$ cat src/rtl/adl_pkg.sv
package adl_pkg;
  localparam int unsigned ADL_MODULUS = 65521;
  localparam int          ADL_HALF_W  = 16;
  localparam int          ADL_BYTE_W  = 8;
endpackage

$ cat src/rtl/adl_mod_add.sv
// Modular adder: y = (a + b) mod MODULUS, valid when a < MODULUS and b < MODULUS.
module adl_mod_add #(
  parameter int          W       = adl_pkg::ADL_HALF_W,
  parameter int          B_W     = adl_pkg::ADL_HALF_W,
  parameter int unsigned MODULUS = adl_pkg::ADL_MODULUS
) (
  input  logic [W-1:0]   a_i,
  input  logic [B_W-1:0] b_i,
  output logic [W-1:0]   y_o
);
  localparam int SW = W + 1;

  logic [SW-1:0] raw;
  logic [SW-1:0] reduced;
  logic          wrap;

  always_comb begin
    raw     = {1'b0, a_i} + SW'(b_i);
    reduced = raw - SW'(MODULUS);
    wrap    = (raw >= SW'(MODULUS));
    y_o     = wrap ? reduced[W-1:0] : raw[W-1:0];
  end
endmodule

$ cat src/rtl/adl_ctrl.sv
// Message framing: tracks whether a message is open and raises done.
module adl_ctrl (
  input  logic clk,
  input  logic rst_n,
  input  logic start_i,
  input  logic valid_i,
  input  logic last_i,
  output logic accept_o,
  output logic finish_o,
  output logic done_o
);
  logic open_q, open_d;
  logic done_q, done_d;
  logic live;

  always_comb begin
    live     = open_q | start_i;
    accept_o = live & valid_i;
    finish_o = live & last_i;
    if (finish_o)     open_d = 1'b0;
    else if (start_i) open_d = 1'b1;
    else              open_d = open_q;
    done_d = finish_o;
  end

  always_ff @(posedge clk or negedge rst_n) begin
    if (!rst_n) begin
      open_q <= 1'b0;
      done_q <= 1'b0;
    end else begin
      open_q <= open_d;
      done_q <= done_d;
    end
  end

  assign done_o = done_q;

  // no message open and no start -> no done in the next cycle
  a_r9_idle_no_done: assert property (@(posedge clk) disable iff (!rst_n)
    (!open_q && !start_i) |=> !done_o);
  // done follows a sampled last of an open message
  a_r7_done_after_last: assert property (@(posedge clk) disable iff (!rst_n)
    (live && last_i) |=> done_o);
endmodule

$ cat src/rtl/adl_sum_path.sv
// Running low/high sums with per-byte modular reduction.
module adl_sum_path #(
  parameter int          HALF_W  = adl_pkg::ADL_HALF_W,
  parameter int          BYTE_W  = adl_pkg::ADL_BYTE_W,
  parameter int unsigned MODULUS = adl_pkg::ADL_MODULUS
) (
  input  logic              clk,
  input  logic              rst_n,
  input  logic              clear_i,
  input  logic              accept_i,
  input  logic [BYTE_W-1:0] byte_i,
  output logic [HALF_W-1:0] low_d_o,
  output logic [HALF_W-1:0] high_d_o
);
  logic [HALF_W-1:0] low_q, high_q;
  logic [HALF_W-1:0] low_base, high_base;
  logic [HALF_W-1:0] low_add, high_add;
  logic [HALF_W-1:0] low_d, high_d;
  logic              sum_en;

  always_comb begin
    low_base  = clear_i ? HALF_W'(1) : low_q;
    high_base = clear_i ? '0 : high_q;
  end

  adl_mod_add #(.W(HALF_W), .B_W(BYTE_W), .MODULUS(MODULUS)) i_low_add (
    .a_i(low_base), .b_i(byte_i), .y_o(low_add));

  adl_mod_add #(.W(HALF_W), .B_W(HALF_W), .MODULUS(MODULUS)) i_high_add (
    .a_i(high_base), .b_i(low_add), .y_o(high_add));

  always_comb begin
    low_d  = accept_i ? low_add  : low_base;
    high_d = accept_i ? high_add : high_base;
    sum_en = clear_i | accept_i;
  end

  always_ff @(posedge clk or negedge rst_n) begin
    if (!rst_n) begin
      low_q  <= HALF_W'(1);
      high_q <= '0;
    end else if (sum_en) begin
      low_q  <= low_d;
      high_q <= high_d;
    end
  end

  assign low_d_o  = low_d;
  assign high_d_o = high_d;

  // sums never reach the modulus
  a_r4_low_range: assert property (@(posedge clk) disable iff (!rst_n)
    low_q < HALF_W'(MODULUS));
  a_r4_high_range: assert property (@(posedge clk) disable iff (!rst_n)
    high_q < HALF_W'(MODULUS));
  // a start without a byte leaves the initial sums
  a_r2_start_init: assert property (@(posedge clk) disable iff (!rst_n)
    (clear_i && !accept_i) |=> (low_q == HALF_W'(1) && high_q == '0));
  // no byte and no start -> sums hold
  a_r10_gap_hold: assert property (@(posedge clk) disable iff (!rst_n)
    (!clear_i && !accept_i) |=> ($stable(low_q) && $stable(high_q)));
endmodule

$ cat src/rtl/adl_stream_sum.sv
module adl_stream_sum #(
  parameter int          HALF_W  = adl_pkg::ADL_HALF_W,
  parameter int          BYTE_W  = adl_pkg::ADL_BYTE_W,
  parameter int unsigned MODULUS = adl_pkg::ADL_MODULUS
) (
  input  logic                clk,
  input  logic                rst_n,
  input  logic                start_i,
  input  logic                valid_i,
  input  logic [BYTE_W-1:0]   data_i,
  input  logic                last_i,
  output logic                done_o,
  output logic [2*HALF_W-1:0] sum_o
);
  localparam int RES_W = 2 * HALF_W;

  logic              accept, finish;
  logic [HALF_W-1:0] low_d, high_d;
  logic [RES_W-1:0]  res_q, res_d;

  adl_ctrl i_ctrl (
    .clk(clk), .rst_n(rst_n), .start_i(start_i), .valid_i(valid_i),
    .last_i(last_i), .accept_o(accept), .finish_o(finish), .done_o(done_o));

  adl_sum_path #(.HALF_W(HALF_W), .BYTE_W(BYTE_W), .MODULUS(MODULUS)) i_path (
    .clk(clk), .rst_n(rst_n), .clear_i(start_i), .accept_i(accept),
    .byte_i(data_i), .low_d_o(low_d), .high_d_o(high_d));

  always_comb res_d = {high_d, low_d};

  always_ff @(posedge clk or negedge rst_n) begin
    if (!rst_n)      res_q <= RES_W'(1);
    else if (finish) res_q <= res_d;
  end

  assign sum_o = res_q;

  // result moves only together with done
  a_r8_result_hold: assert property (@(posedge clk) disable iff (!rst_n)
    !done_o |-> $stable(sum_o));
endmodule

$ cat config.mk
export PLATFORM = sky130hd
export DESIGN_NAME = adl_stream_sum
export DESIGN_NICKNAME = d
export VERILOG_FILES = /design/src/rtl/adl_pkg.sv /design/src/rtl/adl_mod_add.sv /design/src/rtl/adl_ctrl.sv /design/src/rtl/adl_sum_path.sv /design/src/rtl/adl_stream_sum.sv
export SDC_FILE = /design/constraint.sdc
export NUM_CORES = 1
export LEC_CHECK = 0
export ABC_AREA = 0
export BUFFER_PORTS_ARGS = -buffer_cell sky130_fd_sc_hd__buf_2
export CAP_MARGIN = 20
export CORE_UTILIZATION = 48
export DETAILED_ROUTE_END_ITERATION = 12
export GPL_TIMING_DRIVEN = 0
export PLACE_DENSITY = 0.66
export SETUP_SLACK_MARGIN = 0.5
export SLEW_MARGIN = 20
export SYNTH_ARGS = -nofsm -noshare
export SYNTH_HDL_FRONTEND = slang
export SYNTH_SLANG_ARGS = --single-unit
$ cat constraint.sdc
create_clock -name clk -period 5.7 [get_ports clk]
set_input_delay 1.14 -clock clk [delete_from_list [all_inputs] [get_ports clk]]
set_output_delay 1.14 -clock clk [all_outputs]
set_load 0.05 [all_outputs]
After elaboration in Yosys (flattened, before gate mapping)
Cells that the tools add are included.

Add/sub/neg operators: 4. Magnitude comparators: 2. Mux-type cells: 8. Bitwise logic cells: 4. Reductions and logical operators: 1.

Operators by type and width (count): 2-to-1 mux 16 bit (6); greater-or-equal comparator 17 x 16 -> 1 bit, second input constant (2); subtractor 16 bit, second input constant (2); adder 16 x 16 -> 17 bit (1); adder 16 x 8 -> 17 bit (1); bitwise AND 1 bit (2); 2-to-1 mux 1 bit (2); bitwise OR 1 bit (2); nonzero test 2 bit (1).

Register bits: 66. Bits of input ports: 13. Logic and storage cells: 24.

Longest topological paths before layout
Gate-level depths: netlist of run 1.

Word-level depth: 8. Mapped depth: 29. Depth with buffers taken out: 26.

Cells and area by module
From an unflattened synthesis of run 1, not the netlist that was laid out.

Cells, all modules: 555. Area total of the unflattened synthesis: 5728.0 um^2.

By module, submodules not included: adl_sum_path (times used 1, cells an instance 138, area an instance 1851.8 um^2, seq. area each 802.0 um^2); adl_mod_add (i_path.i_high_add) (times used 1, cells an instance 204, area an instance 1461.4 um^2, seq. area each 0.0 um^2); adl_stream_sum (times used 1, cells an instance 68, area an instance 1346.3 um^2, seq. area each 802.0 um^2); adl_mod_add (i_path.i_low_add) (times used 1, cells an instance 140, area an instance 993.5 um^2, seq. area each 0.0 um^2); adl_ctrl (times used 1, cells an instance 5, area an instance 75.1 um^2, seq. area each 50.0 um^2).

Worst setup path before layout of run 1
Ideal clock, no wire load.

Path type: input -> register. Start: in start_i. End: reg res_q[29] (netlist: sum_o[29]). Library setup time: 0.125 ns. Data arrival time: 7.501 ns. Setup slack: -1.926 ns. Stages on the path: 28. Cell sequence: clkbuf_1 -> buf_1 -> clkbuf_1 -> or2_2 -> ha_1 -> fa_1 -> a21o_1 -> a21oi_2 -> xnor2_1 -> a2bb2oi_1 -> o22a_1 -> or2_2 -> a21boi_2 -> a21oi_2 -> xnor2_1 -> ha_1 -> fa_1 -> a21o_1 -> or4_4 -> o32ai_4 -> o21ai_2 -> nor4_4 -> nand4_2 -> a21oi_4 -> nand2_1 -> xnor2_1 -> mux2_2 -> mux2_2.

Longest elaborated chain between the ends: 8. Elaborated cells on any way between the ends: 14.

RTL lines: start: declaration (RTL line adl_stream_sum.sv:8) `input logic start_i,`; 2-to-1 mux 16 bit (RTL line adl_sum_path.sv:22) `low_base = clear_i ? HALF_W'(1) : low_q;`; adder 16 x 8 -> 17 bit (RTL line adl_mod_add.sv:18) `raw = {1'b0, a_i} + SW'(b_i);`; subtractor 16 bit / greater-or-equal comparator 17 x 16 -> 1 bit (equally long branches) (RTL line adl_mod_add.sv:19, adl_mod_add.sv:20); 2-to-1 mux 16 bit (RTL line adl_mod_add.sv:21) `y_o = wrap ? reduced[W-1:0] : raw[W-1:0];`; adder 16 x 16 -> 17 bit (RTL line adl_mod_add.sv:18); subtractor 16 bit / greater-or-equal comparator 17 x 16 -> 1 bit (equally long branches) (RTL line adl_mod_add.sv:19, adl_mod_add.sv:20); 2-to-1 mux 16 bit (RTL line adl_mod_add.sv:21); 2-to-1 mux 16 bit (RTL line adl_sum_path.sv:34) `high_d = accept_i ? high_add : high_base;`; end signal: assignment (RTL line adl_stream_sum.sv:33) `else if (finish) res_q <= res_d;`; end: declaration (RTL line adl_stream_sum.sv:19) `logic [RES_W-1:0] res_q, res_d;`.

Several ways; a longest one is shown, not always the timed one. A chain may end at the register's enable or synchronous reset.

Worst setup path in the final report of run 1
Same ends and word-level chain as after synthesis.

==> qor.yml, run 1 <==
run_status: "finished with violations"
violated_checks: "negative setup slack"
max_slew_margin_pct: 43.0
tritoncts: "yes"
yosys_most_used_dff: "dfrtp_1"
floorplan.rows: 37
cells_on_worst_reg2reg_path: 29
cts-buffers-inserted: 9
gp_congestion: 0.967
hold_start: "sum_o[10]"
placed_cells_incl_taps: 775
antenna_found_initial: 0
pre_cts_slack_ns: -2.72
cp.arrival_ns: 7.53
cp-end-kind: "register"
highest_clock_frequency_the_design_can_meet_ghz: 0.137
maxCapViolations: 0
clock_insertion_delay_worst_skew_ns: 0.35
final-instance-count-excl-fill: 842
endpoints_failing_hold: 0
initial_utilization_pct: 50.1
critical_path.reg2reg.startpoint: "i_path.low_q[0]"
fin_util_pct: 67.2
setup-violations-final: 32
grt_first_pass_wirelength_mm: 24.5
crit_path_max_incr_delay_ns: 0.40
cp_max_fo: 10
path_common_cell: "a21oi_4"
top_level_ports: 46
synthesized_cell_area_um2: 5240
drc: 0
stdcell_area_um2: 7030
synthesis.nets: 636
design_power_total_mw: 1.99
asyncSetResetFlopFracSynth_pct: 100
cts_htree_levels: 3
totalNegativeSetupSlack_ns: -44.75
rsz0062_at_grt: "yes"
cp_slowest_cell: "nor4_4"
reg2reg_slack_ns: -0.69
area_growth_syn_to_layout_pct: 34.1
post-route-min-period_ns: 7.30
grt.overflow.total: 0
number_of_cells_on_the_worst_hold_path: 2
num_antenna_cells: 0
die_area_um2: 11300
maximum_number_of_pins_on_one_net_before_global_route_repair: 40
number_of_standard_cells_after_synthesis: 593
synth.avg_cell_area_um2: 8.84
min_delay_worst_type: "register to register"
detailed_place_hpwl_mm: 11.1
route.antenna.remaining_nets: 0
layout-drive-gt1-share_pct: 36.8
clock_sinks: 66
post-route-worst-setup-slack_ns: -1.60
clockBufferDepth: 2
cts.clk_slew.worst_paths_ns: 0.07
first_pass_iters: 5
synth_enable_flop_cells: 0
pwr_density_cell_nw_per_um2: 283
die_w_um: 106
ys_types: 77
ctsHoldBuffers: 0
critical_path.startpoint: "start_i"
post-route-period-util_pct: 128
fin_hold_ws_ns: 0.472
peak_vdd_ir_mv: 0.171
clock_tree.root_cell: "clkbuf_8"
floorplan.die.height_um: 106
globalRouteTotalUtil_pct: 27.9
synth_warnings: 0
synth-seq-cells: 66
route.detailed.vias_per_inst: 5.92
postRouteWirelength_mm: 15.4
worst_clock_skew_ns: 0.0111
portBuffers: 45
design.final.nets: 744
grt_pass1_vias: 4722
tightest_slew_ns: 0.850
min_delay_worst_endpoint: "sum_o[10]"
core-area_um2: 10500
crit_required_ns: 5.93
critPathLaunchType: "input pin"
final-max-slew-violation-count: 0
routed_wire_length_per_instance_um: 18.3
routed-via-count: 4988
proportion_of_synthesized_chip_area_in_sequential_cells_pct: 31.6
first_drt_iteration_drcs: 391
leakage_nw: 3.20
timing.setup.critical_path_class: "input pin to register"
dpl-instance-area_um2: 5860
worstReg2RegEnd: "sum_o[29]"
[layer usage]
| layer | routed length [µm] | track usage [%] | vias up |
|---|---|---|---|
| li1 | - | - | 2376 |
| met1 | 6920 | 37.7 | 2447 |
| met2 | 7450 | 46.8 | 152 |
| met3 | 801 | 3.68 | 13 |
| met4 | 233 | 7.53 | 0 |
| met5 | 0 | 0 | - |
[flip-flops by register name (all words and copies together) (netlist names)]
signal         flops
i_ctrl.open_q      1
i_path.low_q      16
sum_o             32
i_path.high_q     16
i_ctrl.done_o      1
[final cells by class]
type                    instances  area (µm²)
well taps                     136         170
clock inverters                 5        30.0
repair buffers                 96         699
plain buffers                  22         165
multi-input cells             495        4130
fillers                       886        3440
clock buffers                  11         141
flip-flops and latches         66        1650
inverters                      11        41.3
[logic make-up after synthesis]
family,synth area share [%]
xor gates and xnor gates,6.68
and+or+nand+nor,22.9
adders and majority gates,7.45
DFF,31.6
AOI/OAI and AO/OA,22.9
muxes,5.99
buffers and inverters,2.55
[worst max path at each step]
stage / endpoint / slack [ns] / cells after the start
floorplan: sum_o[29] / -1.31 / 29
detailed placement: sum_o[29] / -2.72 / 29
global route: sum_o[29] / -1.88 / 32
CTS: sum_o[29] / -1.52 / 31
finish: sum_o[29] / -1.60 / 32
global placement: sum_o[29] / -2.67 / 29
[worst max-delay path: cells and delay by family]
kind	cells	cell delay (ns)
and+or+nand+nor	7	1.55
buffers and inverters	8	1.07
xor gates and xnor gates	3	0.49
adders and majority gates	3	0.92
AOI/OAI and AO/OA	9	1.80
muxes	2	0.53
[synth_stat cells, types with 5 or more instances]
| library cell | n | area share [%] |
|---|---|---|
| or2_2 | 6 | 0.72 |
| nand4_1 | 5 | 0.60 |
| mux2_2 | 23 | 4.9 |
| o21ai_0 | 27 | 2.6 |
| xnor2_1 | 30 | 5.0 |
| a31oi_1 | 5 | 0.60 |
| a21oi_1 | 26 | 2.5 |
| and3_1 | 11 | 1.3 |
| nor2_1 | 56 | 4.0 |
| clkbuf_1 | 13 | 0.93 |
| buf_2 | 5 | 0.48 |
| a21o_1 | 15 | 2.1 |
| nand2_1 | 52 | 3.7 |
| nand3_1 | 9 | 0.86 |
| nand2b_1 | 7 | 0.84 |
| nor2b_1 | 37 | 4.4 |
| xor2_1 | 10 | 1.7 |
| dfrtp_1 | 64 | 31 |
| nor3_1 | 13 | 1.2 |
| o21a_1 | 10 | 1.4 |
| o21ai_2 | 5 | 0.84 |
| inv_1 | 9 | 0.64 |
| and2_1 | 7 | 0.84 |
| o21ai_1 | 13 | 1.2 |
| o31ai_1 | 9 | 1.3 |
| ha_1 | 28 | 6.7 |
| o211ai_1 | 5 | 0.72 |
| a22oi_1 | 9 | 1.3 |
[report_power, final]
part	switching [mW]	internal [mW]
Clock	0.192	0.168
Combinational	0.646	0.424
Sequential	0.0269	0.534
Total	0.865	1.12
[what timing repair did]
action                     CTS  global route
setup endpoints to repair   33            32
cloned                       1             0
buffers inserted            36            14
resized for setup           71            48
hold endpoints to repair     0             0
pin swaps                   43            42
[cell usage in the layout, fill, tap and decap left out, drive strengths merged, types with 9 or more instances in the layout]
cell,instances
nand2,53
mux2,24
dfrtp,64
a21oi,31
xnor2,30
xor2,10
clkbuf,24
nand3,9
nor2b,37
nor3,13
o31ai,9
a22oi,9
nor2,57
and3,11
o21ai,47
buf,105
o21a,10
a21o,16
ha,28
inv,10
(Power assumes the default switching activity.)
==> inputs of run 2 (changes only) <==
--- a/config.mk
+++ b/config.mk
@@ -12,6 +12,7 @@
 export DETAILED_ROUTE_END_ITERATION = 12
 export GPL_TIMING_DRIVEN = 0
 export PLACE_DENSITY = 0.66
+export RECOVER_POWER = 25
 export SETUP_SLACK_MARGIN = 0.5
 export SLEW_MARGIN = 20
 export SYNTH_ARGS = -nofsm -noshare
==> run 2 against run 1 <==
The run ends with max-capacitance violations, max-slew violations, negative setup slack left; sequential power about the same; via count decreased by 0.40%; die area unchanged; register-to-register slack about the same; global-route usage unchanged; worst setup slack got worse by 0.0073 ns; total power about the same; sequential share of layout area increased by 0.067 points; combinational power about the same; clock skew about the same; hold slack got worse by 0.00065 ns.
==> qor.yml, run 2 (synthesis gave the netlist of run 1 again) <==
crit_path_max_incr_delay_ns: 0.40  # about the same
initial_utilization_pct: 50.1  # unchanged
clock_sinks: 66  # unchanged
num_antenna_cells: 0  # unchanged
layout.cells.most_common: "dfrtp_1"
grt_first_pass_wirelength_mm: 24.5  # unchanged
most-common-layout-cells: "dfrtp_1, nor2_1, nand2_1"
globalRouteTotalUtil_pct: 27.9  # unchanged
maxCapViolations: 2  # +2
area_growth_syn_to_layout_pct: 33.7
sw_frac_of_total_pct: 43.6  # +0.12 points
dpl-instance-area_um2: 5860  # unchanged
top_level_ports: 46  # unchanged
stdcell_area_um2: 7010  # -0.28%
worst_clock_skew_ns: 0.0112  # +0.0000678 ns
highest_clock_frequency_the_design_can_meet_ghz: 0.137  # about the same
final-instance-count-excl-fill: 842  # unchanged
drc: 0  # unchanged
cts_htree_levels: 3  # unchanged
run_status: "finished with violations"
largest_register_ffs: 32  # unchanged
clock_insertion_delay_worst_skew_ns: 0.35  # about the same
totalNegativeSetupSlack_ns: -44.82  # -0.0648 ns
p_switching_mw: 0.868  # +0.36%
ctsHoldBuffers: 0  # unchanged
endpoints_failing_hold: 0  # unchanged
rsz0062_at_grt: "yes"
first_drt_iteration_drcs: 385  # -1.5%
detailed_place_hpwl_mm: 11.1  # unchanged
p_comb_share_pct: 53.7  # about the same
postRouteWirelength_mm: 15.4  # about the same
crit_required_ns: 5.93  # about the same
cp_slowest_cell: "nor4_4"
first_pass_iters: 5  # unchanged
clock_tree.root_cell: "clkbuf_8"
maximum_number_of_pins_on_one_net_before_global_route_repair: 40  # unchanged
placed_cells_incl_taps: 775  # unchanged
antenna_found_initial: 0  # unchanged
die_area_um2: 11300  # unchanged
post-route-min-period_ns: 7.30  # +0.00727 ns
grt_pass1_vias: 4722  # unchanged
design.final.nets: 744  # unchanged
peak_vdd_ir_mv: 0.171  # about the same
layout-drive-gt1-share_pct: 36.5  # -0.28 points
route.antenna.remaining_nets: 0  # unchanged
cts-buffers-inserted: 9  # unchanged
gp_congestion: 0.967  # unchanged
fillerInstances: 889  # +0.34%
routed_wire_length_per_instance_um: 18.3  # about the same
floorplan.die.height_um: 106  # unchanged
clockBufferDepth: 2  # unchanged
cp_max_fo: 10  # unchanged
cp-end-kind: "register"
setup-violations-final: 32  # unchanged
violated_checks: "max-capacitance violations, max-slew violations, negative setup slack"
power_report.internal_total_mw: 1.12  # -0.14%
route.detailed.vias_per_inst: 5.90  # -0.40%
worst-path-buf-inv: 8  # unchanged
post-route-period-util_pct: 128  # about the same
floorplan.rows: 37  # unchanged
grt.overflow.total: 0  # unchanged
leakage_nw: 3.19  # -0.37%
cp.arrival_ns: 7.54  # about the same
core-area_um2: 10500  # unchanged
path_common_cell: "a21oi_4"
power_frac_clock_pct: 18.2  # about the same
portBuffers: 45  # unchanged
post-route-worst-setup-slack_ns: -1.60  # -0.00727 ns
min_delay_worst_type: "register to register"
timing.setup.critical_path_class: "input pin to register"
tritoncts: "yes"
critPathLaunchType: "input pin"
routed-via-count: 4968  # -0.40%
max_slew_margin_pct: -47.1  # -90 points
cts.clk_slew.worst_paths_ns: 0.07  # about the same
relative_contribution_of_sequential_cells_to_total_power_pct: 28.2  # about the same
final-max-slew-violation-count: 40  # +40
die_w_um: 106  # unchanged
dominant_delay_contributor_by_cell_family_on_the_critical_path: "compound AO/OA/AOI/OAI gates"
tightest_slew_ns: 2.21  # +1.36 ns
pwr_density_cell_nw_per_um2: 284  # +0.36%
run 2: metrics by stage:
stage	hold slack [ns]	setup slack, ns	power [mW]	utilization (%)
3_3_place_gp	0.456	-2.67	1.40	55.8
4_1_cts	0.478	-1.52	1.92	64.1
3_5_place_dp	0.462	-2.72	1.42	56.0
6_report	0.472	-1.60	1.99	67.0
2_1_floorplan	0.498	-1.31	1.22	-
5_1_grt	0.506	-1.88	2.09	67.0
run 2: cell type report:
cell class / instances / area, µm² / share of cell area [%]
Clock buffer: 11 / 141 / 2.02
Tap cell: 136 / 170 / 2.43
Sequential cell: 66 / 1650 / 23.6
Multi-Input combinational cell: 495 / 4130 / 58.9
Clock inverter: 5 / 30.0 / 0.429
Timing Repair Buffer: 96 / 679 / 9.70
Inverter: 11 / 41.3 / 0.589
Buffer: 22 / 165 / 2.36
run 2: worst min-delay path, delay by kind of cell (launching register included):
| family | cells | cell delay, ns |
|---|---|---|
| AO/OA/AOI/OAI | 1 | 0.05 |
| flip-flops | 1 | 0.34 |
| AND/OR/NAND/NOR | 1 | 0.05 |
run 2: final timing paths:
check | startpoint | end | slack [ns] | cells after the start
min in group asynchronous | rst_n | i_path.low_q[7] | 1.13 | 1
setup / recovery | start_i | sum_o[29] | -1.60 | 32
hold / removal | sum_o[10] | sum_o[10] | 0.47 | 2
setup reg to reg | i_path.low_q[0] | sum_o[29] | -0.70 | 29
hold reg to reg | sum_o[10] | sum_o[10] | 0.47 | 2
max in group asynchronous | rst_n | i_path.low_q[13] | 1.83 | 2
run 2: per-layer routing:
layer  wire (µm)  GRT usage [%]  vias to the layer above
met2        7390           46.8                      130
li1            -              -                     2373
met3         706           3.68                       20
met5           0              0                        -
met1        7020           37.7                     2445
met4         272           7.53                        0
run 2: timing repair:
action,4_1_cts,5_1_grt
buffers inserted,36,14
pin swaps,43,42
resized for setup,71,48
setup endpoints to repair,33,32
cloned,1,0
run 2: power groups by stage:
| stage | sequential (mW) | clock, mW | combinational [mW] |
|---|---|---|---|
| finish | 0.561 | 0.362 | 1.07 |
| global placement | 0.566 | 0 | 0.833 |
| CTS | 0.560 | 0.365 | 0.992 |
| floorplan | 0.691 | 0 | 0.534 |
| detailed placement | 0.569 | 0 | 0.847 |
| global route | 0.568 | 0.385 | 1.14 |
